$ cat config.mk
export PLATFORM = sky130hd
export DESIGN_NAME = ep_handshake_responder
export DESIGN_NICKNAME = d
export VERILOG_FILES = /design/src/rtl/hsr_pkg.sv /design/src/rtl/hsr_slot_match.sv /design/src/rtl/hsr_verdict.sv /design/src/rtl/ep_handshake_responder.sv
export SDC_FILE = /design/constraint.sdc
export NUM_CORES = 1
export LEC_CHECK = 0
export ABC_AREA = 1
export CORE_MARGIN = 3
export CORE_UTILIZATION = 36
export DETAILED_ROUTE_END_ITERATION = 10
export PLACE_DENSITY = 0.92
export SLEW_MARGIN = 20
export SYNTH_ARGS = -nofsm -noshare
export SYNTH_HDL_FRONTEND = slang
export SYNTH_SLANG_ARGS = --single-unit
$ cat constraint.sdc
create_clock -name clk -period 9.7 [get_ports clk]
set_input_delay 2.91 -clock clk [delete_from_list [all_inputs] [get_ports clk]]
set_output_delay 2.91 -clock clk [all_outputs]
set_load 0.03 [all_outputs]
$ cat src/rtl/hsr_pkg.sv
package hsr_pkg;

    typedef enum logic [1:0] {
        TK_IN    = 2'b00,
        TK_OUT   = 2'b01,
        TK_PING  = 2'b10,
        TK_SETUP = 2'b11
    } tok_e;

    typedef enum logic [2:0] {
        RS_NONE = 3'b000,
        RS_ACK  = 3'b001,
        RS_NAK  = 3'b010,
        RS_NYET = 3'b011,
        RS_DATA = 3'b100
    } rsp_e;

    typedef struct packed {
        rsp_e code;
        logic commit;
        logic discard;
        logic arm;
    } verdict_t;

    function automatic logic dir_fits(input logic slot_is_in, input tok_e t);
        case (t)
            TK_IN:            return slot_is_in;
            TK_OUT, TK_PING:  return !slot_is_in;
            default:          return 1'b0;
        endcase
    endfunction

endpackage

$ cat src/rtl/hsr_slot_match.sv
module hsr_slot_match
    import hsr_pkg::*;
#(
    parameter int NUM_GEN = 5,
    parameter int EPW     = 4,
    localparam int IW     = $clog2(NUM_GEN + 1)
) (
    input  logic [EPW-1:0]         tok_ep,
    input  tok_e                   tok_type,
    input  logic [NUM_GEN-1:0]     cfg_en,
    input  logic [NUM_GEN-1:0]     cfg_in,
    input  logic [NUM_GEN*EPW-1:0] cfg_num,
    output logic                   hit,
    output logic [IW-1:0]          idx
);

    logic [NUM_GEN-1:0] slot_hit;

    for (genvar k = 0; k < NUM_GEN; k++) begin : g_slot
        assign slot_hit[k] = cfg_en[k]
                          && (cfg_num[k*EPW +: EPW] == tok_ep)
                          && dir_fits(cfg_in[k], tok_type);
    end

    // Endpoint 0 owns number zero; among general slots the lowest wins.
    always_comb begin
        hit = 1'b0;
        idx = '0;
        if (tok_ep == '0) begin
            hit = 1'b1;
        end else begin
            for (int k = NUM_GEN - 1; k >= 0; k--) begin
                if (slot_hit[k]) begin
                    hit = 1'b1;
                    idx = IW'(k + 1);
                end
            end
        end
    end

endmodule

$ cat src/rtl/hsr_verdict.sv
module hsr_verdict
    import hsr_pkg::*;
#(
    parameter int CW   = 13,
    parameter int MPSW = 11,
    localparam int XW  = ((CW > MPSW) ? CW : MPSW) + 1
) (
    input  logic            act,
    input  logic            is_ep0,
    input  tok_e            tok_type,
    input  logic            hs_eff,
    input  logic [MPSW-1:0] mps,
    input  logic [CW-1:0]   cnt,
    input  logic [CW-1:0]   free,
    output verdict_t        v
);

    logic [XW-1:0] mps_x, cnt_x, free_x, room_x;
    logic          data_ready, space_ok, tight;

    assign mps_x      = XW'(mps);
    assign cnt_x      = XW'(cnt);
    assign free_x     = XW'(free);
    assign data_ready = cnt_x >= mps_x;
    assign space_ok   = free_x >= mps_x;
    assign room_x     = space_ok ? (free_x - mps_x) : '0;
    assign tight      = room_x < mps_x;

    always_comb begin
        v      = '0;
        v.code = RS_NONE;
        if (act) begin
            case (tok_type)
                TK_IN: begin
                    if (data_ready) begin
                        v.code = RS_DATA;
                        v.arm  = 1'b1;
                    end else begin
                        v.code = RS_NAK;
                    end
                end
                TK_OUT: begin
                    if (!space_ok) begin
                        v.code    = RS_NAK;
                        v.discard = 1'b1;
                    end else begin
                        v.code   = (hs_eff && tight) ? RS_NYET : RS_ACK;
                        v.commit = 1'b1;
                    end
                end
                TK_PING: begin
                    if (hs_eff) v.code = space_ok ? RS_ACK : RS_NAK;
                end
                default: begin
                    if (is_ep0) begin
                        v.code   = RS_ACK;
                        v.commit = 1'b1;
                    end
                end
            endcase
        end
    end

endmodule

$ cat src/rtl/ep_handshake_responder.sv
module ep_handshake_responder
    import hsr_pkg::*;
#(
    parameter int NUM_GEN = 5,
    parameter int EPW     = 4,
    parameter int CW      = 13,
    parameter int MPSW    = 11,
    parameter int EP0_MPS = 64,
    localparam int NS     = NUM_GEN + 1,
    localparam int IW     = $clog2(NUM_GEN + 1)
) (
    input  logic                    clk,
    input  logic                    rst,
    input  logic                    tok_valid,
    input  logic [1:0]              tok_type,
    input  logic [EPW-1:0]          tok_ep,
    input  logic                    hs_link,
    input  logic                    force_fs,
    input  logic                    host_ack_valid,
    input  logic                    host_ack_ok,
    input  logic [NUM_GEN-1:0]      cfg_en,
    input  logic [NUM_GEN-1:0]      cfg_in,
    input  logic [NUM_GEN*EPW-1:0]  cfg_num,
    input  logic [NUM_GEN*MPSW-1:0] cfg_mps,
    input  logic [NS*CW-1:0]        fifo_cnt,
    input  logic [NS*CW-1:0]        fifo_free,
    output logic [2:0]              rsp_code,
    output logic [NS-1:0]           commit_o,
    output logic [NS-1:0]           discard_o,
    output logic [NS-1:0]           pop_o
);

    tok_e            ttype;
    logic            hit;
    logic [IW-1:0]   idx;
    logic [MPSW-1:0] slot_mps  [NS];
    logic [CW-1:0]   slot_cnt  [NS];
    logic [CW-1:0]   slot_free [NS];
    verdict_t        v;
    logic            hs_eff;

    logic [2:0]      rsp_q;
    logic [NS-1:0]   commit_q, discard_q, pop_q;
    logic            pend_q;
    logic [IW-1:0]   pend_idx_q;

    assign ttype  = tok_e'(tok_type);
    assign hs_eff = hs_link && !force_fs;

    for (genvar s = 0; s < NS; s++) begin : g_lvl
        assign slot_cnt[s]  = fifo_cnt[s*CW +: CW];
        assign slot_free[s] = fifo_free[s*CW +: CW];
        if (s == 0) begin : g_ep0
            assign slot_mps[s] = MPSW'(EP0_MPS);
        end else begin : g_gen
            assign slot_mps[s] = cfg_mps[(s-1)*MPSW +: MPSW];
        end
    end

    hsr_slot_match #(.NUM_GEN(NUM_GEN), .EPW(EPW)) u_match (
        .tok_ep   (tok_ep),
        .tok_type (ttype),
        .cfg_en   (cfg_en),
        .cfg_in   (cfg_in),
        .cfg_num  (cfg_num),
        .hit      (hit),
        .idx      (idx)
    );

    hsr_verdict #(.CW(CW), .MPSW(MPSW)) u_verdict (
        .act      (tok_valid && hit),
        .is_ep0   (idx == '0),
        .tok_type (ttype),
        .hs_eff   (hs_eff),
        .mps      (slot_mps[idx]),
        .cnt      (slot_cnt[idx]),
        .free     (slot_free[idx]),
        .v        (v)
    );

    always_ff @(posedge clk) begin
        if (rst) begin
            rsp_q      <= RS_NONE;
            commit_q   <= '0;
            discard_q  <= '0;
            pop_q      <= '0;
            pend_q     <= 1'b0;
            pend_idx_q <= '0;
        end else begin
            rsp_q     <= v.code;
            commit_q  <= v.commit  ? (NS'(1) << idx) : '0;
            discard_q <= v.discard ? (NS'(1) << idx) : '0;
            pop_q     <= (host_ack_valid && host_ack_ok && pend_q)
                         ? (NS'(1) << pend_idx_q) : '0;
            if (v.arm) begin
                pend_q     <= 1'b1;
                pend_idx_q <= idx;
            end else if (tok_valid || host_ack_valid) begin
                pend_q <= 1'b0;
            end
        end
    end

    assign rsp_code  = rsp_q;
    assign commit_o  = commit_q;
    assign discard_o = discard_q;
    assign pop_o     = pop_q;

    // Assertions

    p_resp_after_token_r2: assert property (@(posedge clk) disable iff (rst)
        (rsp_code != 3'(RS_NONE)) |-> $past(tok_valid));

    p_pop_needs_ack_r3: assert property (@(posedge clk) disable iff (rst)
        (|pop_o) |-> $past(host_ack_valid && host_ack_ok));

    p_discard_is_nak_r4: assert property (@(posedge clk) disable iff (rst)
        (|discard_o) |-> (rsp_code == 3'(RS_NAK)));

    p_commit_is_accept_r5: assert property (@(posedge clk) disable iff (rst)
        (|commit_o) |-> (rsp_code == 3'(RS_ACK) || rsp_code == 3'(RS_NYET)));

    p_nyet_only_hs_r6: assert property (@(posedge clk) disable iff (rst)
        (rsp_code == 3'(RS_NYET)) |-> $past(hs_link && !force_fs));

    p_ping_only_hs_r8: assert property (@(posedge clk) disable iff (rst)
        ($past(tok_valid && tok_type == 2'b10) && rsp_code != 3'(RS_NONE))
        |-> $past(hs_link && !force_fs));

    p_onehot_strobe_r11: assert property (@(posedge clk) disable iff (rst)
        $onehot0(commit_o) && $onehot0(discard_o) && $onehot0(pop_o));

endmodule

# ---- Yosys cells after proc, flatten, opt, wreduce, memory -nomap -nowiden
# Index checks and enable logic that the tools add are counted.
dict set report totals {
  regBits 25
  input_bits 254
  out_inout_bits 21
  wordCells 100
}
dict set report op_classes {
  n_addsub 1
  n_lt_le_gt_ge 4
  n_eq_ne 7
  shifts 2
  mux 43
  bitwise_logic 5
  n_reduce_logical 32
}
# op n
set ops {}
lappend ops {{binary-select mux 13 bit (select 3 bit)} 2}
lappend ops {{two-way mux 13 bit} 4}
lappend ops {{binary-select mux 11 bit (select 3 bit)} 1}
lappend ops {{two-way mux 3 bit} 10}
lappend ops {{greater-or-equal comparator 13 x 11 -> 1 bit} 2}
lappend ops {{two-way mux 11 bit} 2}
lappend ops {{equality test 4 bit} 5}
lappend ops {{logical AND 1 bit} 15}
lappend ops {{< comparator 14 x 11 -> 1 bit} 1}
lappend ops {{two-way mux 14 bit} 1}
lappend ops {{subtractor 13 x 11 -> 14 bit} 1}
lappend ops {{two-way mux 1 bit} 13}
lappend ops {{one-hot mux 1 bit (2 select lines)} 6}
lappend ops {{OR reduction 2 bit} 6}
lappend ops {{left shift 1 x 3 -> 6 bit (first input constant)} 2}
lappend ops {{one-hot mux 3 bit (3 select lines)} 1}
lappend ops {{zero test 1 bit} 6}
lappend ops {{two-way mux 2 bit} 3}
lappend ops {{greater-or-equal comparator 4 bit (second input constant)} 1}
lappend ops {{zero test 4 bit} 1}
lappend ops {{inverter 1 bit} 4}
lappend ops {{inverter 3 -> 4 bit} 1}
lappend ops {{zero test 3 bit} 1}
lappend ops {{equality test 2 x 1 -> 1 bit (second input constant)} 1}
lappend ops {{other kinds (4)} 4}

# ---- Longest topological paths before layout
dict set report depth {
  depth_word 21
  mapped_depth 43
  depth_no_buf 41
}

# ---- Cells and area by module
# Synthesis repeated with hierarchy kept, for this count alone.
dict set report unflattened {
  hier_cells 957
  area_unflattened_um2 4818.4
}
# mod n_inst cells_each area_per_inst_um2 seq_area_each_um2
set modules_own_cells {}
lappend modules_own_cells {ep_handshake_responder 1 635 2990.4 500.5}
lappend modules_own_cells {hsr_verdict 1 220 1323.8 0.0}
lappend modules_own_cells {hsr_slot_match 1 102 504.2 0.0}

# ---- Worst setup path after synthesis
# OpenSTA, ideal clock, no wires.
dict set report synth_timing {
  path_kind {input -> register}
  start {in tok_type[0]}
  end {reg rsp_q[1], in the netlist rsp_code[1]}
  setup_ps 66
  t_arrival_ps 7546
  t_required_ps 9634
  path_slack_ps 2088
  stages 37
  path_buffers 3
  path_cell_list {inv_1 > ha_1 > inv_2 > nand2_1 > o21ai_1 > nor2_1 > nand4_2 > nand4_1 > buf_2 > clkinv_1 > clkbuf_1 > a22oi_1 > a21oi_1 > a221oi_1 > ha_1 > inv_1 > fa_1 > nand3_1 > and2_1 > inv_1 > a21oi_1 > o21ai_0 > nand2_1 > nand3_2 > nor2_4 > nand2_4 > inv_2 > buf_6 > nor2_1 > ha_1 > a21oi_1 > nor2_1 > a211oi_1 > nand2_1 > nand2_1 > nand2_1 > a21oi_2}
}
dict set report synth_between {
  elab_chain_cells 21
  elab_cells_between_ends 51
  cone_classes {add/sub (1); order compare (3); eq/ne (2); mux (33); bitwise (2); reduce/logical (10)}
}
# item line
set synth_lines {}
lappend synth_lines {{from (decl)} ep_handshake_responder.sv:15} ;# input logic [1:0] tok_type,
lappend synth_lines {{equality test 2 x 1 -> 1 bit or equality test 2 bit (tied branches)} {hsr_pkg.sv:26, hsr_verdict.sv:33}}
lappend synth_lines {{OR reduction 2 bit} hsr_pkg.sv:26} ;# case (t)
lappend synth_lines {{one-hot mux 1 bit (2 select lines)} hsr_pkg.sv:26}
lappend synth_lines {{logical AND 1 bit} hsr_slot_match.sv:22} ;# && dir_fits(cfg_in[k], tok_type);
lappend synth_lines {{two-way mux 3 bit (5 in series)} hsr_slot_match.sv:33} ;# if (slot_hit[k]) begin
lappend synth_lines {{two-way mux 3 bit} hsr_slot_match.sv:29} ;# if (tok_ep == '0) begin
lappend synth_lines {{inverter 3 -> 4 bit (not written as such)} {ep_handshake_responder.sv:75, ep_handshake_responder.sv:76, ep_handshake_responder.sv:77}}
lappend synth_lines {{binary-select mux 13 bit (select 3 bit) or binary-select mux 11 bit (select 3 bit) (tied branches)} {ep_handshake_responder.sv:77, ep_handshake_responder.sv:75}}
lappend synth_lines {{two-way mux 13 bit (not written as such) or two-way mux 11 bit (tied branches) (2 in series)} {ep_handshake_responder.sv:77, ep_handshake_responder.sv:75}}
lappend synth_lines {{subtractor 13 x 11 -> 14 bit or greater-or-equal comparator 13 x 11 -> 1 bit (tied branches)} {hsr_verdict.sv:26, hsr_verdict.sv:25}}
lappend synth_lines {{two-way mux 14 bit} hsr_verdict.sv:26} ;# assign room_x = space_ok ? (free_x - mps_x) : '0;
lappend synth_lines {{< comparator 14 x 11 -> 1 bit} hsr_verdict.sv:27} ;# assign tight = room_x < mps_x;
lappend synth_lines {{logical AND 1 bit} hsr_verdict.sv:47} ;# v.code = (hs_eff && tight) ? RS_NYET : RS_ACK;
lappend synth_lines {{two-way mux 2 bit} hsr_verdict.sv:47}
lappend synth_lines {{two-way mux 3 bit} hsr_verdict.sv:43} ;# if (!space_ok) begin
lappend synth_lines {{one-hot mux 3 bit (3 select lines)} hsr_verdict.sv:33} ;# case (tok_type)
lappend synth_lines {{to (signal assigned)} ep_handshake_responder.sv:90} ;# rsp_q <= v.code;
lappend synth_lines {{to (decl)} ep_handshake_responder.sv:42} ;# logic [2:0] rsp_q;
# Several ways; a longest one is shown, not always the timed one. The select of a mux whose other input is x is not followed.
# A chain may end at the register's enable or synchronous reset.

# ---- Final worst setup path
dict set report layout_timing {
  start {in tok_type[1]}
  end {reg rsp_q[1], in the netlist rsp_code[1]}
}
# Same word-level chain as after synthesis.

==> Flow_metrics.wiki <==
{| class="wikitable"
! Metric !! Value
|-
| Gr ovfl total || 0
|-
| Critical path capture point type || register
|-
| Gate family responsible for the most delay along the worst path || simple AND/OR/NAND/NOR gates
|-
| Number of antenna violations at the first check in global routing || 0
|-
| Die Footprint || between 10000 and 15000 um^2
|-
| Die Ht || around 110 um
|-
| Clock Latency Late Sink || about 0.27 ns
|-
| Router iterations before antenna repair || 6
|-
| Largest driver fanout on the critical path || 15
|-
| TritonCTS Buffers || 3
|-
| TritonCTS clock tree || done
|-
| Die width || ~110 um
|-
| Synth top area share || 13.2%
|-
| Leading cell type by number of instances after synthesis || sky130_fd_sc_hd__nand2_1
|-
| CP Class || in2reg
|-
| Psw || a little over 0.2 mW
|-
| R2R Path End || pop_o[4]
|-
| Final number of setup-violating endpoints || 0
|-
| Multi-input gate area in the final layout || 2940 um^2
|-
| Required arrival time at the worst endpoint || around 9.9 ns
|-
| Root buffer cell || sky130_fd_sc_hd__clkbuf_8
|-
| Worst-margin pin slew || between 0.7 and 0.8 ns
|-
| Internal power of the cells || between 0.3 and 0.4 mW
|-
| Share of the yosys chip area belonging to registers || between 10% and 20%
|-
| Detailed-route vias per instance || 5.49
|-
| Final Hold Fails || 0
|-
| RSZ-0062 raised after global routing || no
|-
| Maximum number of pins on one net before global-route repair || 34
|-
| Delay of the slowest cell on the worst path || between 0.5 and 0.6 ns
|-
| Instance count after placement with tap cells included || 980
|-
| Library cell with the largest summed area after synthesis || sky130_fd_sc_hd__dfxtp_1
|-
| Gr usage total || 29.0%
|-
| Final nets || around 1100
|-
| Clock network fraction of design power || around 12%
|-
| Distinct cell type count after synthesis || 52
|-
| Overall power after layout || approximately 0.53 mW
|-
| Max Transition Viols Final || 0
|-
| Clock Pin Slew Worst Setup and Hold Paths || roughly 0.09 ns
|-
| Wire length of the first global-routing pass || 26700 um
|-
| Most common library cells after synthesis || 113 x sky130_fd_sc_hd__nand2_1, 72 x sky130_fd_sc_hd__nor2_1, 48 x sky130_fd_sc_hd__inv_1, 36 x sky130_fd_sc_hd__a21oi_1, 36 x sky130_fd_sc_hd__ha_1
|-
| Number of design rule violations left after detail routing || 0
|-
| Most instantiated flip-flop cell in the synthesis netlist || sky130_fd_sc_hd__dfxtp_1
|-
| Drt total wl || about 19000 um
|-
| Top-level port count || ~280
|-
| Clk sinks || 25
|-
| Count of flip-flops with a built-in enable after synthesis || 0
|-
| Register share of total power || slightly below 20%
|-
| Layout overhead on the synthesized area || 77.1%
|-
| Dominant cells by area after synthesis || sky130_fd_sc_hd__dfxtp_1 13%, sky130_fd_sc_hd__ha_1 12%, sky130_fd_sc_hd__nand2_1 11%
|-
| Initial drt markers || ~550
|-
| Final weighted congestion of routability-driven global placement || roughly 1
|-
| Gate Count Post-Synth || between 500 and 600
|-
| Launch instance of the worst register-to-register path || pend_q
|-
| Detailed placement HPWL || 15700 um
|-
| CP max stage cell || sky130_fd_sc_hd__clkdlybuf4s50_1
|-
| Standard cell core area || 10000 um^2
|-
| Post-cts resize count || 0
|-
| Count of standard-cell rows || 36
|-
| Number of I/O port buffers || ~270
|-
| Hold Crit Class || reg2reg
|-
| Switching part of the total || between 30% and 40%
|-
| Cell area after synthesis || ~3800 um^2
|-
| Buffer levels on the longest clock path || 2
|-
| Layout Skew || 0.00665 ns
|-
| R2R depth || 3
|-
| Number of storage elements in the synthesis netlist || 25
|-
| Average instance area after synthesis || roughly 6.4 um^2
|-
| Most used cell along the critical path || sky130_fd_sc_hd__nand2_1
|-
| Vias after detailed routing || around 5400
|-
| Clock period minus final worst setup slack || 8.47 ns
|-
| CTS H-Tree Depth || 1
|-
| Remaining antenna violation count after routing || 0
|-
| Total Negative Setup Slacks || 0 ns
|-
| Critical path startpoint category || input port
|-
| FF+latch area || between 500 and 600 um^2
|-
| Max rail drop VDD || just under 0.05 mV
|-
| Count of hold buffers inserted by post-cts repair || 0
|-
| Status || completed
|-
| Net count of the mapped netlist || about 880
|-
| Total buffers and inverters traversed by the critical path || 8
|-
| Cell Count, Final, Fillers Out || slightly below 1000
|-
| P per Cell Area || approximately 78 nW/um^2
|-
| Number of antenna repair diodes || 0
|-
| Max Clock Freq || approximately 120 MHz
|-
| Number of global-route vias before repair || 4998
|-
| Combinational share of power || between 60% and 70%
|-
| Routed wire per std cell || between 15 and 20 um
|-
| Count of buffers added by post-CTS timing repair for setup || 0
|-
| Warnings from Yosys || 0
|-
| Worst path arrival time || about 8.7 ns
|-
| Layout cell share with drive strength beyond 1 || between 6 and 7%
|-
| Crit share post-route || between 80% and 90%
|-
| Standby leakage power || 2.77 nW
|-
| Number of cells traversed by the worst hold path || 1
|-
| Async SR Flop Fraction || 0%
|-
| Number of fill cells || approximately 830
|-
| Min-delay src || pend_idx_q[0]
|-
| Slack of the worst reg-to-reg path || slightly below 9 ns
|-
| Count of max-cap constraint violations || 0
|-
| Max_slew headroom || between 40 and 50%
|-
| Initial Util || 37.8%
|-
| Hold Path End || pop_o[2]
|}
## per-stage QoR
| stage | utilization [%] | hold WS, ns | cell area, um^2 | setup WS (ns) |
|---|---|---|---|---|
| after floorplan | - | 0.427 | 3780 | 2.09 |
| after global placement | 66.5 | 0.443 | 6650 | 1.18 |
| after detailed placement | 66.5 | 0.447 | 6650 | 0.995 |
| after CTS | 67.0 | 0.468 | 6700 | 1.27 |
| after global routing | 67.0 | 0.497 | 6700 | 0.558 |
| final | 67.0 | 0.467 | 6700 | 1.23 |
## power groups by stage
stage	Sequential (mW)	Combinational, mW	Clock [mW]
floorplan	0.106	0.195	0
global placement	0.106	0.352	0
detailed placement	0.106	0.353	0
CTS	0.103	0.355	0.0619
global route	0.104	0.397	0.0670
finish	0.104	0.359	0.0633
## layout make-up
cell class / instances / share of cell area, %
Tap cell: 133 / 2.48
Multi-Input combinational cell: 477 / 43.9
Clock buffer: 3 / 0.616
Timing Repair Buffer: 282 / 41.8
Sequential cell: 25 / 7.47
Clock inverter: 1 / 0.112
Inverter: 63 / 3.61
## cell families after synthesis
logic type	synth area share (%)
AOI/OAI and AO/OA	30.8
xor gates and xnor gates	3.24
buffers and inverters	9.10
adders and majority gates	12.4
and+or+nand+nor	31.2
DFF	13.2
## cells in the final DEF, fill, tap and decap left out, types with 2 or more instances in the layout
cell type / netlist / layout
sky130_fd_sc_hd__nand2_2: 3 / 3
sky130_fd_sc_hd__o31ai_1: 11 / 11
sky130_fd_sc_hd__dfxtp_1: 25 / 25
sky130_fd_sc_hd__inv_2: 12 / 12
sky130_fd_sc_hd__buf_4: 0 / 8
sky130_fd_sc_hd__o21ai_0: 33 / 33
sky130_fd_sc_hd__a22oi_1: 26 / 26
sky130_fd_sc_hd__a221o_1: 8 / 8
sky130_fd_sc_hd__nand3_1: 20 / 20
sky130_fd_sc_hd__inv_4: 2 / 2
sky130_fd_sc_hd__nand2_1: 113 / 113
sky130_fd_sc_hd__o21ai_1: 8 / 8
sky130_fd_sc_hd__nand3b_1: 2 / 2
sky130_fd_sc_hd__o31a_1: 3 / 3
sky130_fd_sc_hd__clkdlybuf4s50_1: 0 / 274
sky130_fd_sc_hd__nand2_4: 5 / 5
sky130_fd_sc_hd__nor3_1: 8 / 8
sky130_fd_sc_hd__a221oi_1: 6 / 6
sky130_fd_sc_hd__clkbuf_8: 0 / 3
sky130_fd_sc_hd__xor2_1: 7 / 7
sky130_fd_sc_hd__ha_1: 36 / 36
sky130_fd_sc_hd__o21a_1: 2 / 2
sky130_fd_sc_hd__nor2_1: 72 / 72
sky130_fd_sc_hd__nand4_2: 2 / 2
sky130_fd_sc_hd__o41ai_1: 2 / 2
sky130_fd_sc_hd__inv_1: 48 / 48
sky130_fd_sc_hd__xnor2_1: 7 / 7
sky130_fd_sc_hd__a32oi_1: 13 / 13
sky130_fd_sc_hd__a21oi_1: 36 / 36
sky130_fd_sc_hd__nand3_2: 7 / 7
sky130_fd_sc_hd__a22o_1: 2 / 2
sky130_fd_sc_hd__nand4_1: 9 / 9
sky130_fd_sc_hd__nor2_4: 3 / 3
sky130_fd_sc_hd__o22ai_1: 17 / 17
## state kept, by name, indices dropped and copies added, names as in the netlist
signal	count
pend_idx_q	3
pend_q	1
commit_o	6
discard_o	6
rsp_code	3
pop_o	6
## worst max-delay path by stage
| stage | startpoint | end | slack, ns | cells after the start |
|---|---|---|---|---|
| 5_1_grt | tok_type[0] | rsp_code[1] | 0.56 | 39 |
| 2_1_floorplan | tok_type[0] | rsp_code[1] | 2.09 | 37 |
| 6_report | tok_type[1] | rsp_code[1] | 1.23 | 39 |
| 3_5_place_dp | tok_type[1] | rsp_code[1] | 1.0 | 41 |
| 4_1_cts | tok_type[1] | rsp_code[1] | 1.27 | 41 |
| 3_3_place_gp | tok_type[0] | rsp_code[1] | 1.18 | 33 |
## layer usage
metal	wire length, um	track usage, %	vias up
li1	-	-	2614
met1	6950	36.8	2421
met2	8960	49.6	324
met3	2120	6.81	44
met4	569	6.94	0
met5	0	0	-
Note: power is estimated with default switching activity, not from simulation.
